[src/rtl/phy_acc_pkg.sv]
package phy_acc_pkg;
  localparam int unsigned PAY_W   = 16;
  localparam int unsigned CTRL_W  = 32;
  localparam int unsigned CAP_ADR = 16;
  localparam int unsigned CAP_DAT = 17;
  localparam int unsigned WR_STB  = 18;
  localparam int unsigned RD_STB  = 19;
  localparam int unsigned ACK_BIT = 16;

  typedef enum logic [3:0] {
    ST_IDLE, ST_ADDR_SET, ST_ADDR_CAP, ST_ADDR_REL,
    ST_DATA_SET, ST_DATA_CAP, ST_DATA_REL,
    ST_WR_STB, ST_WR_REL, ST_RD_STB, ST_RD_REL, ST_DONE
  } acc_state_e;
endpackage

[src/rtl/phy_ack_poller.sv]
module phy_ack_poller #(
  parameter int unsigned POLL_CYCLES = 100,
  parameter int unsigned RETRIES     = 10
) (
  input  logic clk_i,
  input  logic rst_ni,
  input  logic clear_i,
  input  logic active_i,
  input  logic expect_i,
  input  logic ack_i,
  output logic hit_o,
  output logic miss_o
);
  localparam int unsigned TW = $clog2(POLL_CYCLES + 1);
  localparam int unsigned RW = $clog2(RETRIES + 1);

  logic [TW-1:0] tick_q;
  logic [RW-1:0] try_q;
  logic          sample;

  assign sample = active_i && (tick_q == TW'(POLL_CYCLES - 1));
  assign hit_o  = sample && (ack_i == expect_i);
  assign miss_o = sample && (ack_i != expect_i) && (try_q == RW'(RETRIES - 1));

  always_ff @(posedge clk_i or negedge rst_ni) begin
    if (!rst_ni) begin
      tick_q <= '0;
      try_q  <= '0;
    end else if (clear_i) begin
      tick_q <= '0;
      try_q  <= '0;
    end else if (active_i) begin
      if (sample) begin
        tick_q <= '0;
        try_q  <= try_q + 1'b1;
      end else begin
        tick_q <= tick_q + 1'b1;
      end
    end
  end
endmodule

[src/rtl/phy_acc_seq.sv]
module phy_acc_seq
  import phy_acc_pkg::*;
(
  input  logic              clk_i,
  input  logic              rst_ni,
  input  logic              cmd_valid_i,
  input  logic              cmd_write_i,
  input  logic [PAY_W-1:0]  cmd_addr_i,
  input  logic [PAY_W-1:0]  cmd_wdata_i,
  input  logic [PAY_W-1:0]  stat_data_i,
  input  logic              hit_i,
  input  logic              miss_i,
  output logic              cmd_ready_o,
  output logic              done_o,
  output logic              err_o,
  output logic [PAY_W-1:0]  rdata_o,
  output logic [CTRL_W-1:0] ctrl_o,
  output logic              step_o,
  output logic              wait_o,
  output logic              expect_o
);
  acc_state_e        state_q, state_d;
  logic              we_q;
  logic [PAY_W-1:0]  addr_q, data_q, rdata_q;
  logic              err_q;
  logic [CTRL_W-1:0] ctrl_q;
  logic              accept;

  // control word driven in a given state
  function automatic logic [CTRL_W-1:0] word_for(acc_state_e s, logic [PAY_W-1:0] a,
                                                 logic [PAY_W-1:0] d);
    logic [CTRL_W-1:0] w;
    w = '0;
    unique case (s)
      ST_ADDR_SET, ST_ADDR_REL:            w[PAY_W-1:0] = a;
      ST_ADDR_CAP: begin w[PAY_W-1:0] = a; w[CAP_ADR] = 1'b1; end
      ST_DATA_SET, ST_DATA_REL, ST_WR_REL: w[PAY_W-1:0] = d;
      ST_DATA_CAP: begin w[PAY_W-1:0] = d; w[CAP_DAT] = 1'b1; end
      ST_WR_STB:                           w[WR_STB] = 1'b1;
      ST_RD_STB:                           w[RD_STB] = 1'b1;
      default:                             w = '0;
    endcase
    return w;
  endfunction

  assign accept = (state_q == ST_IDLE) && cmd_valid_i;

  always_comb begin
    state_d = state_q;
    if (miss_i) state_d = ST_DONE;
    else begin
      unique case (state_q)
        ST_IDLE:     if (cmd_valid_i) state_d = ST_ADDR_SET;
        ST_ADDR_SET: state_d = ST_ADDR_CAP;
        ST_ADDR_CAP: if (hit_i) state_d = ST_ADDR_REL;
        ST_ADDR_REL: if (hit_i) state_d = we_q ? ST_DATA_SET : ST_RD_STB;
        ST_DATA_SET: state_d = ST_DATA_CAP;
        ST_DATA_CAP: if (hit_i) state_d = ST_DATA_REL;
        ST_DATA_REL: if (hit_i) state_d = ST_WR_STB;
        ST_WR_STB:   if (hit_i) state_d = ST_WR_REL;
        ST_WR_REL:   if (hit_i) state_d = ST_DONE;
        ST_RD_STB:   if (hit_i) state_d = ST_RD_REL;
        ST_RD_REL:   if (hit_i) state_d = ST_DONE;
        ST_DONE:     state_d = ST_IDLE;
        default:     state_d = ST_IDLE;
      endcase
    end
  end

  always_ff @(posedge clk_i or negedge rst_ni) begin
    if (!rst_ni) begin
      state_q <= ST_IDLE;
      we_q    <= 1'b0;
      addr_q  <= '0;
      data_q  <= '0;
      rdata_q <= '0;
      err_q   <= 1'b0;
      ctrl_q  <= '0;
    end else begin
      state_q <= state_d;
      if (accept) begin
        we_q    <= cmd_write_i;
        addr_q  <= cmd_addr_i;
        data_q  <= cmd_wdata_i;
        rdata_q <= '0;
        err_q   <= 1'b0;
        ctrl_q  <= word_for(state_d, cmd_addr_i, cmd_wdata_i);
      end else begin
        ctrl_q <= word_for(state_d, addr_q, data_q);
      end
      if (miss_i) err_q <= 1'b1;
      if (state_q == ST_RD_STB && hit_i) rdata_q <= stat_data_i;
    end
  end

  assign cmd_ready_o = (state_q == ST_IDLE);
  assign done_o      = (state_q == ST_DONE);
  assign err_o       = err_q;
  assign rdata_o     = rdata_q;
  assign ctrl_o      = ctrl_q;
  assign step_o      = (state_d != state_q);
  assign wait_o      = state_q inside {ST_ADDR_CAP, ST_ADDR_REL, ST_DATA_CAP, ST_DATA_REL,
                                       ST_WR_STB, ST_WR_REL, ST_RD_STB, ST_RD_REL};
  assign expect_o    = state_q inside {ST_ADDR_CAP, ST_DATA_CAP, ST_WR_STB, ST_RD_STB};
endmodule

[src/rtl/phy_reg_access.sv]
module phy_reg_access
  import phy_acc_pkg::*;
#(
  parameter int unsigned POLL_CYCLES = 100,
  parameter int unsigned RETRIES     = 10
) (
  input  logic        clk_i,
  input  logic        rst_ni,
  input  logic        cmd_valid_i,
  output logic        cmd_ready_o,
  input  logic        cmd_write_i,
  input  logic [15:0] cmd_addr_i,
  input  logic [15:0] cmd_wdata_i,
  output logic        done_o,
  output logic        err_o,
  output logic [15:0] rdata_o,
  output logic [31:0] ctrl_o,
  input  logic [31:0] stat_i
);
  logic step, wait_st, expect_lvl, hit, miss;

  phy_acc_seq u_seq (
    .clk_i       (clk_i),
    .rst_ni      (rst_ni),
    .cmd_valid_i (cmd_valid_i),
    .cmd_write_i (cmd_write_i),
    .cmd_addr_i  (cmd_addr_i),
    .cmd_wdata_i (cmd_wdata_i),
    .stat_data_i (stat_i[PAY_W-1:0]),
    .hit_i       (hit),
    .miss_i      (miss),
    .cmd_ready_o (cmd_ready_o),
    .done_o      (done_o),
    .err_o       (err_o),
    .rdata_o     (rdata_o),
    .ctrl_o      (ctrl_o),
    .step_o      (step),
    .wait_o      (wait_st),
    .expect_o    (expect_lvl)
  );

  phy_ack_poller #(
    .POLL_CYCLES (POLL_CYCLES),
    .RETRIES     (RETRIES)
  ) u_poll (
    .clk_i    (clk_i),
    .rst_ni   (rst_ni),
    .clear_i  (step),
    .active_i (wait_st),
    .expect_i (expect_lvl),
    .ack_i    (stat_i[ACK_BIT]),
    .hit_o    (hit),
    .miss_o   (miss)
  );
endmodule

[config.mk]
export PLATFORM = sky130hd
export DESIGN_NAME = phy_reg_access
export DESIGN_NICKNAME = d
export VERILOG_FILES = /design/src/rtl/phy_acc_pkg.sv /design/src/rtl/phy_ack_poller.sv /design/src/rtl/phy_acc_seq.sv /design/src/rtl/phy_reg_access.sv
export SDC_FILE = /design/constraint.sdc
export NUM_CORES = 1
export LEC_CHECK = 0
export BUFFER_PORTS_ARGS = -buffer_cell sky130_fd_sc_hd__buf_4
export CAP_MARGIN = 5
export CORE_MARGIN = 3
export CORE_UTILIZATION = 54
export CTS_BUF_LIST = sky130_fd_sc_hd__clkbuf_4 sky130_fd_sc_hd__clkbuf_8
export CTS_CLUSTER_SIZE = 16
export DETAILED_ROUTE_END_ITERATION = 10
export MAX_ROUTING_LAYER = met4
export PLACE_DENSITY = 0.83
export SLEW_MARGIN = 25
export SYNTH_ARGS = -nofsm -noshare
export SYNTH_HDL_FRONTEND = slang
export SYNTH_SLANG_ARGS = --single-unit
[constraint.sdc]
create_clock -name clk_i -period 4 [get_ports clk_i]
set_clock_uncertainty 0.15 [all_clocks]
set_input_delay 0 -clock clk_i [delete_from_list [all_inputs] [get_ports clk_i]]
set_output_delay 0 -clock clk_i [all_outputs]
set_load 0.005 [all_outputs]
==> reports/metrics.csv, run 1 <==
stage;metric;value;unit
power;pwr/cell area;355;nW/µm²
clock_network;CTS sink count;85;
cells_and_area;layout cells sized above 1;27.9;%
synth;YS warnings;0;
cells_and_area;sequential cell area;2130;µm²
run_status;status;finished, final reports clean;
detailed_routing;metal3 WL;627;µm
synth;dominant cell by count in the synthesized netlist;dfrtp_1;
cells_and_area;Area Growth Syn to Fin;34.5;%
timing;final setup TNS;0;ns
synth;synth top area cells;dfrtp_1 52%, nand2_1 4.4%, mux2i_1 4.2%, o2bb2ai_2 3.7%, mux2_2 3.1%;
clock_network;root buffer cell;clkbuf_8;
placed_design;worst slack, placed;0.783;ns
cells_and_area;area of the multi-input gates;1690;µm²
setup_path;crit path DAT;3.32;ns
synth;dominant cell type by area after synthesis;dfrtp_1;
clock_network;Worst-path clk slew;0.09;ns
grt;GR Util All Layers;26.4;%
timing;measured slew at the worst slew-check pin;0.748;ns
power;Pleak;2.96;nW
synth;top cell type's share of synthesized area;52.4;%
placed_design;GPL Wtd Cong;0.897;
floorplanning;Die Height;92.7;µm
synth;ys async rst share;100;%
setup_path;Worst Setup Start Kind;register;
detailed_routing;WL met2;5.68;mm
clock_network;CTS Buf Count;9;
floorplanning;Die Area;8590;µm²
detailed_routing;Starting DRT DRC Count;183;
floorplanning;Row Count;30;
timing;fin crit share;81.3;%
timing;clock period minus worst slack;3.25;ns
setup_path;Crit. End Element;register;
synth;sequential fraction of the synthesis area;52.4;%
timing;Final Hold Viols;0;
detailed_routing;WL/cell;17.8;µm
clock_network;# H-tree levels;3;
power;Pwr Total;1.94;mW
placed_design;post-DP HPWL;6.11;mm
setup_path;flop-to-flop setup slack;0.75;ns
grt;largest net degree at the start of global routing;86;
floorplanning;Die X;92.7;µm
floorplanning;I/O pin total;119;
synth;Gate Count Post-Synth;366;
cells_and_area;fill count;420;
synth;Yosys reg bits;85;
setup_path;CP Capture Point;u_seq.ctrl_o[3];
floorplanning;core box area;7020;µm²
synth;Synth Flop Type;dfrtp_1;
detailed_routing;Final ANT Viol Nets;0;
synth;Distinct cells, synth;58;
detailed_routing;highest routed layer;met4;
detailed_routing;Met1 Wirelength;4.05;mm
timing;final setup violating endpoints;0;
setup_path;critical path type;reg2reg;
clock_network;# resized after CTS;0;
timing;fmax;0.308;GHz
flow_run;number of max-cap violations;0;
setup_path;worst flop-to-flop path startpoint;u_seq.state_q[3];
synth;list of most frequent post-synthesis cells;85 x dfrtp_1, 48 x nand2_1, 20 x inv_1, 20 x nor2_1, 19 x nand3_1;
synth;number of flops mapped to enable cells by yosys;0;
placed_design;Port Buffer Count;91;
detailed_routing;Final Routed Wirelength;10.7;mm
cells_and_area;non-filler cells in the finished layout;601;
clock_network;CTS max path bufs;2;
timing;setup slack after layout;0.749;ns
grt;grt total ovfl;0;
min_path;Min-Delay Path Class;in2async;
detailed_routing;First-pass DRT Iterations;4;
clock_network;CTS tree;yes;
setup_path;Worst Path Required;4.07;ns
grt;initial antenna violation count;0;
floorplanning;Initial Util;57.8;%
setup_path;largest fanout on the critical path;19;
detailed_routing;via count;3267;
setup_path;CP Launch Point;u_seq.state_q[3];
placed_design;placed cells;535;
power;VDD IR-drop max;0.000253;V
timing;Max-slew headroom;50.1;%
cells_and_area;final-stage net count;571;
synth;Syn Area/Cell;11.1;µm²
synth;Cell Area, Synth;4060;µm²
detailed_routing;drt via density;5.44;
setup_path;r2r endpoint;u_seq.ctrl_o[3];
grt;first-pass GRT wire length;17.0;mm
timing;RSZ-0062 raised after global routing;false;
setup_path;R2R depth;7;
timing;Pins Over Slew Limit;0;
cells_and_area;ant diodes;0;
detailed_routing;DRC;0;
clock_network;Worst-Skew Late Latency;0.36;ns
grt;vias in the first global route;3421;
-- area by class of cell --
class / instances / area share (%)
clock buffers: 11 / 2.77
clock inverters: 5 / 1.63
inverters: 20 / 1.38
multi-input cells: 241 / 31.0
flip-flops and latches: 85 / 39.0
well taps: 96 / 2.20
repair buffers: 143 / 22.0
-- how the worst min path moves through the flow --
stage | startpoint | end | slack [ns] | cells after the start
3_5_place_dp | stat_i[10] | u_seq.rdata_o[10] | 0.04 | 3
3_3_place_gp | stat_i[10] | u_seq.rdata_o[10] | 0.04 | 3
4_1_cts | stat_i[16] | u_seq.state_q[1] | 0.06 | 4
2_1_floorplan | rst_ni | u_poll.tick_q[0] | -0.45 | 0
6_report | rst_ni | u_seq.addr_q[1] | 0.08 | 2
5_1_grt | stat_i[16] | u_seq.state_q[1] | 0.14 | 4
-- flip-flops by register name, summed over array words and instances (netlist names) --
name,count
u_seq.state_q,4
u_seq.ctrl_o,20
u_seq.err_o,1
u_seq.we_q,1
u_seq.data_q,16
u_seq.rdata_o,16
u_seq.addr_q,16
u_poll.try_q,4
u_poll.tick_q,7
-- report_power, final --
group	internal, mW	leakage (nW)	switching, mW
combinational	0.138	1.67	0.122
sequential	0.899	1.16	0.0529
clock	0.395	0.122	0.329
-- repair_timing --
action,CTS,global route
endpoints found under the hold margin,150,0
hold buffers,50,0
buffers inserted,0,0
-- worst max-delay path, stage by stage, from the launching register on --
cell	delay [ns]
dfrtp_1	0.75
nand2b_4	0.14
o22ai_4	0.30
and2_1	0.41
and3_1	0.35
nor2_1	0.12
a32oi_4	0.71
o2bb2ai_1	0.17
-- logic make-up (layout without fill, tap and decap cells) --
logic type                 Yosys count  in the layout  synth area share (%)
muxes                               34             34                  8.91
AOI/OAI and AO/OA                   47             47                  11.6
and+or+nand+nor                    135            135                  16.9
adders and majority gates            3              3                 0.925
DFF                                 85             85                  52.4
other                                1             12                0.0924
buffers and inverters               51            179                  6.94
xor gates and xnor gates            10             10                  2.16
-- per-layer routing --
metal  up-vias  track usage, %
met5         -               -
met4         0            11.1
met3        33            6.17
met2       123            46.6
met1      1611            28.5
li1       1500               -
-- metrics by stage --
stage	instance area [µm²]	hold slack, ns	util [%]
finish	5460	0.0792	77.7
global route	5460	0.136	77.7
CTS	5450	0.0582	77.7
detailed placement	4710	0.0437	67.1
global placement	4710	0.0408	67.1
floorplan	4100	-0.446	-
-- placed cells by master (no fill, tap or decap), types with 12 or more instances in the layout --
cell           synthesis  routed
buf_4                 14      92
conb_1                 1      12
dfrtp_1               85      85
dlygate4sd3_1          0      50
inv_1                 20      20
mux2i_1               17      17
nand2_1               48      47
nand3_1               19      19
nor2_1                20      20
Power figures use the tool's default switching activity.
==> inputs of run 2 (changes only) <==
clock period = 3.4 ns   (was 4 ns; I/O delays follow)
==> reports/metrics.csv, run 2 (synthesized netlist as in run 1, its figures left out) <==
stage;metric;value;unit;change
run_status;status;finished, final reports clean;;
timing;clock period minus worst slack;3.11;ns;-0.146 ns
floorplanning;Die Height;92.7;µm;unchanged
floorplanning;Die Area;8590;µm²;unchanged
cells_and_area;ant diodes;0;;unchanged
floorplanning;Initial Util;57.8;%;unchanged
clock_network;CTS tree;yes;;
clock_network;CTS sink count;85;;unchanged
timing;fmax;0.322;GHz;+4.7%
cells_and_area;layout cells sized above 1;28.3;%;+0.43 points
setup_path;crit path DAT;3.18;ns;-0.14 ns
grt;GR Util All Layers;26.0;%;-0.42 points
setup_path;Worst Path Required;3.48;ns;-0.59 ns
detailed_routing;drt via density;5.43;;-0.10%
detailed_routing;via count;3280;;+0.40%
setup_path;worst-path cell chain;nand2b_4 -> o22ai_4 -> and2_1 -> and3_1 -> nor2_1 -> a32oi_4 -> buf_4 -> o2bb2ai_1;;
clock_network;CTS Buf Count;9;;unchanged
clock_network;# H-tree levels;3;;unchanged
grt;first-pass GRT wire length;16.9;mm;-0.69%
detailed_routing;Starting DRT DRC Count;249;;+36%
detailed_routing;First-pass DRT Iterations;6;;+2
clock_network;Worst-path clk slew;0.09;ns;about the same
floorplanning;Die X;92.7;µm;unchanged
setup_path;critical path type;reg2reg;;
setup_path;Critical-path top delay cell;dfrtp_1;;
timing;final setup TNS;0;ns;unchanged
clock_network;Worst-Skew Late Latency;0.36;ns;about the same
floorplanning;Row Count;30;;unchanged
cells_and_area;final-stage net count;574;;+0.53%
cells_and_area;Area Growth Syn to Fin;35.3;%;
clock_network;root buffer cell;clkbuf_8;;
floorplanning;I/O pin total;119;;unchanged
timing;measured slew at the worst slew-check pin;0.755;ns;+0.00668 ns
grt;largest net degree at the start of global routing;86;;unchanged
setup_path;CP max stage delay;0.79;ns;+0.04 ns
setup_path;Worst Setup Start Kind;register;;
timing;WHS;0.0631;ns;-0.0160 ns
detailed_routing;Final ANT Viol Nets;0;;unchanged
cells_and_area;commonest cells after routing, fill and taps aside;95 x buf_4, 85 x dfrtp_1, 50 x dlygate4sd3_1, 47 x nand2_1;;
setup_path;largest fanout on the critical path;19;;unchanged
timing;fin crit share;91.3;%;+10 points
timing;final setup violating endpoints;0;;unchanged
detailed_routing;WL/cell;17.8;µm;-0.11%
placed_design;post-DP HPWL;6.17;mm;+0.97%
grt;vias in the first global route;3389;;-0.94%
clock_network;CTS max path bufs;2;;unchanged
timing;Pins Over Slew Limit;0;;unchanged
min_path;Min-Delay Path Class;in2reg;;
power;pwr/cell area;423;nW/µm²;+19%
setup_path;flop-to-flop setup slack;0.29;ns;-0.45 ns
setup_path;Crit. End Element;register;;
timing;RSZ-0062 raised after global routing;false;;
timing;Final Hold Viols;0;;unchanged
floorplanning;core box area;7020;µm²;unchanged
detailed_routing;DRC;0;;unchanged
power;Pleak;2.97;nW;+0.48%
power;VDD IR-drop max;0.000331;V;+31%
cells_and_area;most common cell after layout, fill and taps aside;buf_4;;
grt;grt total ovfl;0;;unchanged
placed_design;GPL Wtd Cong;0.916;;+2.1%
clock_network;# resized after CTS;0;;unchanged
cells_and_area;max FFs per register;20;;unchanged
grt;initial antenna violation count;0;;unchanged
timing;Max-slew headroom;49.7;%;-0.45 points
flow_run;number of max-cap violations;0;;unchanged
placed_design;Port Buffer Count;91;;unchanged
detailed_routing;Final Routed Wirelength;10.7;mm;+0.39%
## run 2: changes by cell type in the layout (fill, tap and decap cells not counted)
cell / change
buf_4: +3
clkbuf_8: -2
bufinv_16: +1
clkinvlp_4: +1
## run 2: metrics by stage
step                instances  utilization [%]  setup slack, ns  power, mW  cell area (µm²)
floorplan                 377                -            0.970       1.29             4100
global placement          538             67.5            0.516       1.38             4730
detailed placement        538             67.5            0.401       1.39             4730
CTS                       604             78.1            0.377       2.31             5490
global route              604             78.2            0.193       2.42             5490
finish                    604             78.2            0.295       2.32             5490
## run 2: worst max-delay path, delay by kind of cell (launching register included)
kind / cells / cell delay [ns]
simple gates: 4 / 1.05
compound gates: 3 / 0.68
flops: 1 / 0.79
buf+inv: 1 / 0.30
## run 2: path summary, 6_finish.rpt
check / start / to / cells past startpoint
worst max-delay path: u_seq.state_q[3] / u_seq.ctrl_o[3] / 8
worst min-delay path: stat_i[16] / u_seq.state_q[1] / 4
worst max register to register: u_seq.state_q[3] / u_seq.ctrl_o[3] / 8
worst min register to register: u_seq.addr_q[0] / u_seq.addr_q[0] / 1
max in group asynchronous: rst_ni / u_seq.ctrl_o[17] / 2
min in group asynchronous: rst_ni / u_seq.ctrl_o[4] / 2
## run 2: area by class of cell
| type | instances | area (µm²) |
|---|---|---|
| flip-flops and latches | 85 | 2130 |
| multi-input cells | 241 | 1690 |
| fillers | 427 | 1530 |
| repair buffers | 146 | 1220 |
| clock inverters | 7 | 126 |
| clock buffers | 9 | 124 |
| well taps | 96 | 120 |
| inverters | 20 | 75.1 |
## run 2: layer usage
metal  up-vias  share of wire, %  GRT usage, %  wire [µm]
met1      1617                38          29.4       4030
li1       1507                 -             -          -
met4         0               2.5          8.55        270
met2       131                55          46.3       5880
met3        25               5.1          5.04        543
met5         -                 0             -          0
## run 2: what timing repair did
| item | CTS | global route |
|---|---|---|
| setup endpoints to repair | 0 | 0 |
| buffers inserted | 0 | 0 |
| hold buffers | 50 | 0 |
| endpoints found under the hold margin | 150 | 0 |
## run 2: where the power goes
part	switching, mW	internal (mW)
combinational	0.144	0.163
sequential	0.0590	1.06
clock	0.397	0.499
